<file path="config.mk">
export PLATFORM = sky130hd
export DESIGN_NAME = angle_event_gen
export DESIGN_NICKNAME = d
export VERILOG_FILES = /design/src/rtl/angle_event_gen.sv
export SDC_FILE = /design/constraint.sdc
export NUM_CORES = 2
export LEC_CHECK = 0
export BUFFER_PORTS_ARGS = -buffer_cell sky130_fd_sc_hd__buf_2
export CAP_MARGIN = 20
export CORE_MARGIN = 5
export CORE_UTILIZATION = 63
export DETAILED_ROUTE_END_ITERATION = 10
export PLACE_DENSITY = 0.85
export SYNTH_ARGS = -nofsm -noshare
export SYNTH_HDL_FRONTEND = slang
export SYNTH_SLANG_ARGS = --single-unit
</file>
<file path="constraint.sdc">
create_clock -name clk -period 4.8 [get_ports clk]
set_clock_uncertainty 0.05 [all_clocks]
set_input_delay 0.48 -clock clk [delete_from_list [all_inputs] [get_ports clk]]
set_output_delay 0.48 -clock clk [all_outputs]
set_load 0.01 [all_outputs]
</file>
<file path="src/rtl/angle_event_gen.sv">
module angle_event_gen #(
  parameter int REV_STATES = 5760,
  parameter int DEPTH      = 16,
  parameter int WORD_W     = 16,
  parameter int FILT       = 3,
  parameter int TRIG_BIT   = 0,
  parameter int ERR_W      = 8,
  localparam int CYC   = 2 * REV_STATES,
  localparam int ANG_W = $clog2(CYC),
  localparam int IDX_W = $clog2(DEPTH)
) (
  input  logic              clk,
  input  logic              rst_n,
  input  logic              enc_a,
  input  logic              enc_b,
  input  logic              enc_z,
  input  logic              full_res,
  input  logic              host_we,
  input  logic [IDX_W-1:0]  host_addr,
  input  logic [ANG_W-1:0]  host_angle,
  input  logic [WORD_W-1:0] host_word,
  input  logic              host_commit,
  output logic [WORD_W-1:0] evt_word,
  output logic              evt_stb,
  output logic              evt_trig,
  output logic [ANG_W-1:0]  angle,
  output logic [IDX_W-1:0]  tbl_idx,
  output logic              act_bank,
  output logic [ERR_W-1:0]  err_cnt
);
  localparam int FLT_W = $clog2(FILT + 1);
  localparam logic [ANG_W-1:0] LAST_ANG = ANG_W'(CYC - 1);
  localparam logic [ANG_W-1:0] REV_ANG  = ANG_W'(REV_STATES);
  localparam logic [ANG_W-1:0] LO_EDGE  = ANG_W'(REV_STATES / 2);
  localparam logic [ANG_W-1:0] HI_EDGE  = ANG_W'(CYC - REV_STATES / 2);
  localparam logic [IDX_W-1:0] LAST_IDX = IDX_W'(DEPTH - 1);
  localparam logic [ANG_W-1:0] END_MARK = '1;

  logic [2:0] raw, meta, sync, flt;
  assign raw = {enc_z, enc_b, enc_a};

  always_ff @(posedge clk) begin
    if (!rst_n) begin
      meta <= '0;
      sync <= '0;
    end else begin
      meta <= raw;
      sync <= meta;
    end
  end

  genvar ch;
  generate
    for (ch = 0; ch < 3; ch++) begin : g_filt
      logic [FLT_W-1:0] cnt;
      logic             val;
      always_ff @(posedge clk) begin
        if (!rst_n) begin
          cnt <= '0;
          val <= 1'b0;
        end else if (sync[ch] == val) begin
          cnt <= '0;
        end else if (cnt == FLT_W'(FILT - 1)) begin
          val <= sync[ch];
          cnt <= '0;
        end else begin
          cnt <= cnt + 1'b1;
        end
      end
      assign flt[ch] = val;
    end
  endgenerate

  function automatic logic [1:0] phase_of(input logic [1:0] ab);
    return {ab[0], ab[1] ^ ab[0]};
  endfunction

  logic [1:0] prv_ab, cur_ab, dph;
  logic       z_prv, z_rise, step_f, step_r, illegal;
  assign cur_ab  = {flt[0], flt[1]};
  assign dph     = phase_of(cur_ab) - phase_of(prv_ab);
  assign step_f  = (dph == 2'd1);
  assign step_r  = (dph == 2'd3);
  assign illegal = (dph == 2'd2);
  assign z_rise  = flt[2] & ~z_prv;

  logic moved_q, wrap_q;

  always_ff @(posedge clk) begin
    if (!rst_n) begin
      prv_ab  <= '0;
      z_prv   <= 1'b0;
      angle   <= '0;
      moved_q <= 1'b0;
      wrap_q  <= 1'b0;
      err_cnt <= '0;
    end else begin
      prv_ab  <= cur_ab;
      z_prv   <= flt[2];
      moved_q <= 1'b0;
      wrap_q  <= 1'b0;
      if (illegal && err_cnt != '1) err_cnt <= err_cnt + 1'b1;
      if (z_rise) begin
        if (angle < LO_EDGE || angle >= HI_EDGE) angle <= '0;
        else                                   angle <= REV_ANG;
        wrap_q <= (angle >= HI_EDGE);
      end else if (step_f) begin
        angle   <= (angle == LAST_ANG) ? '0 : angle + 1'b1;
        moved_q <= 1'b1;
        wrap_q  <= (angle == LAST_ANG);
      end else if (step_r) begin
        angle   <= (angle == '0) ? LAST_ANG : angle - 1'b1;
        moved_q <= 1'b1;
      end
    end
  end

  logic [ANG_W-1:0]  sp_mem [2][DEPTH];
  logic [WORD_W-1:0] wd_mem [2][DEPTH];
  logic              armed;

  always_ff @(posedge clk) begin
    if (!rst_n) begin
      for (int b = 0; b < 2; b++)
        for (int k = 0; k < DEPTH; k++) begin
          sp_mem[b][k] <= END_MARK;
          wd_mem[b][k] <= '0;
        end
      armed    <= 1'b0;
      act_bank <= 1'b0;
    end else begin
      if (host_we) begin
        sp_mem[~act_bank][host_addr] <= host_angle;
        wd_mem[~act_bank][host_addr] <= host_word;
      end
      armed    <= host_commit | (armed & ~wrap_q);
      act_bank <= act_bank ^ (wrap_q & armed);
    end
  end

  logic              bank_n, done, done_n, hit, fire;
  logic [IDX_W-1:0]  idx_n;
  logic [ANG_W-1:0]  sp;
  logic [WORD_W-1:0] wd;
  assign bank_n = wrap_q ? (act_bank ^ armed) : act_bank;
  assign idx_n  = wrap_q ? '0 : tbl_idx;
  assign done_n = wrap_q ? 1'b0 : done;
  assign sp     = sp_mem[bank_n][idx_n];
  assign wd     = wd_mem[bank_n][idx_n];
  assign hit    = full_res ? (angle == sp)
                           : (angle[1:0] == 2'b00 && {2'b00, angle[ANG_W-1:2]} == sp);
  assign fire   = moved_q && !done_n && sp != END_MARK && hit;

  always_ff @(posedge clk) begin
    if (!rst_n) begin
      tbl_idx  <= '0;
      done     <= 1'b0;
      evt_stb  <= 1'b0;
      evt_trig <= 1'b0;
      evt_word <= '0;
    end else begin
      tbl_idx  <= idx_n;
      done     <= done_n;
      evt_stb  <= fire;
      evt_trig <= fire & wd[TRIG_BIT];
      if (fire) begin
        evt_word <= wd;
        if (idx_n == LAST_IDX) done <= 1'b1;
        else                   tbl_idx <= idx_n + 1'b1;
      end
    end
  end

  assert_angle_range_R2: assert property (@(posedge clk) disable iff (!rst_n)
    angle <= LAST_ANG);
  assert_illegal_holds_angle_R3: assert property (@(posedge clk) disable iff (!rst_n)
    illegal && !z_rise |=> angle == $past(angle));
  assert_illegal_counts_R3: assert property (@(posedge clk) disable iff (!rst_n)
    illegal && err_cnt != '1 |=> err_cnt == $past(err_cnt) + 1'b1);
  assert_event_needs_step_R5: assert property (@(posedge clk) disable iff (!rst_n)
    evt_stb |-> $past(moved_q));
  assert_quiet_after_last_R7: assert property (@(posedge clk) disable iff (!rst_n)
    $past(done) && !$past(wrap_q) |-> !evt_stb);
  assert_swap_at_wrap_R8: assert property (@(posedge clk) disable iff (!rst_n)
    act_bank != $past(act_bank) |-> $past(wrap_q));
  assert_trig_with_strobe_R11: assert property (@(posedge clk) disable iff (!rst_n)
    evt_trig |-> evt_stb && evt_word[TRIG_BIT]);
endmodule

</file>
==> metrics.txt <==
remaining global-route overflow 0; final setup TNS 0 ns; Pwr Total 19.1 mW; Hold Fails Final Rpt 0; worst setup margin 0.260 ns; worst min path class primary input to flop; type of the worst setup path flop to flop; minimum setup slack among reg-to-reg paths 0.26 ns; clock insertion delay at the later pin of the skew report 0.69 ns; global-route wire length before repair 206,000 um; die span in x 280 um; dominant synthesized flop cell edfxtp_1; number of standard cells in the final layout excluding fillers 4,117; chip height 280 um; post-layout min period 4.54 ns; count of mapped cells out of synthesis 3,010; post-synthesis sequential element count 1,027; startpoint types flop; Sink Count 1,027; CP Capture Type flop; leakage power total 16.7 nW; total routing usage reported by global routing 0.360; iteration-0 DRC count of the detailed router 5,559; final routed wire length divided by cell count 34.8 um; number of pins exceeding their max-slew limit in the final report 0; placed cell areas 47,700 um2; Slew @ Worst Pin 1.29 ns; post-route DRC violation count 0; fraction of the mapped netlist area in simple logic gates 0.108; share of cells above drive strength 1 0.193; Initial DRT Pass Iterations 9; data required time at the worst endpoint 5.32 ns; commonest non-fill, non-tap cell in the layout edfxtp_1; worst hold path cell count 3; r2r endpoint evt_word[0]; # H-tree levels 3; area occupied by multi-input gates 14,700 um2; total CTS buffers 101; largest net degree at the start of global routing 96; Power Density 372 nW/um2; dominant combinational cell family by area after synthesis multiplexers; HPWL after DPL 81,100 um; data arrival at the endpoint of the critical path 5.06 ns; post-synthesis adder-cell area fraction 0.00245; start point of the worst hold path host_commit; Setup WS pre-CTS 0.460 ns; routed wire length 143,000 um; mux cell area share after synthesis 0.143; Initial Utilization 0.632; Clock transition at path regs 0.06 ns; share of synthesized registers carrying an async set or reset 0; TritonCTS clock tree yes; routed vias/inst 7.42; area delta synth->final 11.4%; compound-gate portion of the synthesized area 0.0522; number of enable-type register cells in the synthesized netlist 960; Die Footprint 78,500 um2; maximum achievable frequency 220 MHz; share of the clock period used by the worst path 0.946; Setup-failing EPs final 0; number of nets in the layout 3,118; cell count of the worst reg-to-reg path 11; mapped cell area 46,000 um2; warnings from Yosys 0; most used cells in the layout excluding fill and tap cells 960 x edfxtp_1, 262 x mux2i_1, 175 x or3_1, 174 x and2_1, 165 x mux4_2; ANT nets after route 0; number of vias after detailed routing 30,500; cell count after placement 3,918; xor-xnor portion of the synthesized cell area 0.00743; final RePlAce weighted congestion 0.961; unrepaired setup endpoints after global routing no; cell row count 99; number of I/O pins 87; Hold Crit Endpoint armed; Core Region 72,700 um2; post-synthesis net count 3,061; critical path launch point act_bank; result of the run finished clean; Worst R2R Start act_bank; Resized Gates After CTS 0; maximum buffer depth of the clock tree 3; worst vdd ir 0.000437 V; per-instance average area after synthesis 15.3 um2; cell area after layout 51,200 um2; Max FO, Critical Path 39; fin util 0.705; maximum capacitance violations 0; via count of the first global-routing pass 30,800; sequential standard cell area 30,200 um2; buffer cell driving the clock tree root clkbuf_16; hold slack 0.0671 ns; number of antenna violations at the first check in global routing 7; Port-buffer cells 86; sequential share of the synthesized area 0.656; FILL cells 4,248; tightest slew margin relative to the limit 0.134; number of different library cells in the post-synthesis netlist 78
[timing repair]
item                      in CTS  in global routing
hold endpoints to repair       3                  0
hold buffers                   3                  0
buffers inserted               0                  0
[flip-flops by register name, summed over array words and instances, names as in the netlist, 2 cells and up]
name	cells
sp_mem	448
err_cnt	8
prv_ab	2
wd_mem	512
g_filt.cnt	6
angle	14
evt_word	16
sync	3
meta	3
tbl_idx	4
g_filt.val	3
[critical path, stage by stage, from the launching register on]
cell and delay, ns:
dfxtp_4 0.88, buf_4 0.52, mux2i_1 0.26, o21ai_0 0.11, o21ai_0 0.26, nand4_1 0.53
nor3b_1 0.45, o2111ai_1 0.15, and4bb_1 0.34, o2bb2a_4 0.18, nand2b_4 0.37, o31ai_1 0.33
[routing by layer]
layer	global-route usage	up-vias	routed length (um)
met2	0.556	3117	66500
met4	0.216	0	10700
met5	0	-	0
met3	0.105	741	21700
met1	0.458	14800	44600
li1	-	11800	-
[how the worst max path moves through the flow]
stage	to	slack, ns	depth (start not counted)
2_1_floorplan	sp_mem[0][210]	0.29	10
3_3_place_gp	evt_word[0]	0.58	11
3_5_place_dp	evt_word[0]	0.46	11
4_1_cts	evt_word[0]	0.43	11
5_1_grt	evt_word[0]	0.19	11
6_report	evt_word[0]	0.26	11
[logic make-up after synthesis]
family	count (synthesis)
flops	1027
simple gates	842
mux	447
compound gates	365
buf+inv	281
xor+xnor	39
fa+ha+maj	9
[report_power, final]
group,switching [mW],internal [mW]
combinational,0.625,0.192
clock,3.46,4.62
sequential,0.0937,10.1
total,4.18,14.9
[synth_stat cells (28+ instances only)]
| master | n | area share |
|---|---|---|
| clkbuf_1 | 184 | 0.015 |
| a21oi_1 | 41 | 0.0045 |
| a22oi_1 | 36 | 0.0059 |
| edfxtp_1 | 960 | 0.63 |
| nand3_1 | 28 | 0.0030 |
| and2_1 | 174 | 0.024 |
| o21ai_0 | 114 | 0.012 |
| buf_6 | 32 | 0.0078 |
| mux2i_1 | 262 | 0.057 |
| mux4_2 | 165 | 0.081 |
| nor2_1 | 62 | 0.0051 |
| nand2_1 | 85 | 0.0069 |
| and3_1 | 137 | 0.019 |
| or3_1 | 176 | 0.024 |
| nand2b_1 | 99 | 0.013 |
| o22ai_1 | 56 | 0.0076 |
| dfxtp_1 | 67 | 0.029 |
[layout make-up]
cell class / instances / area share
sequential: 1027 / 0.589
multi-input combinational: 1702 / 0.288
clock buffer: 134 / 0.0549
timing repair buffer: 213 / 0.0319
tap: 959 / 0.0234
clock inverter: 53 / 0.0110
inverter: 22 / 0.00166
antenna: 7 / 0.000342
Power figures use the tool's default switching activity.
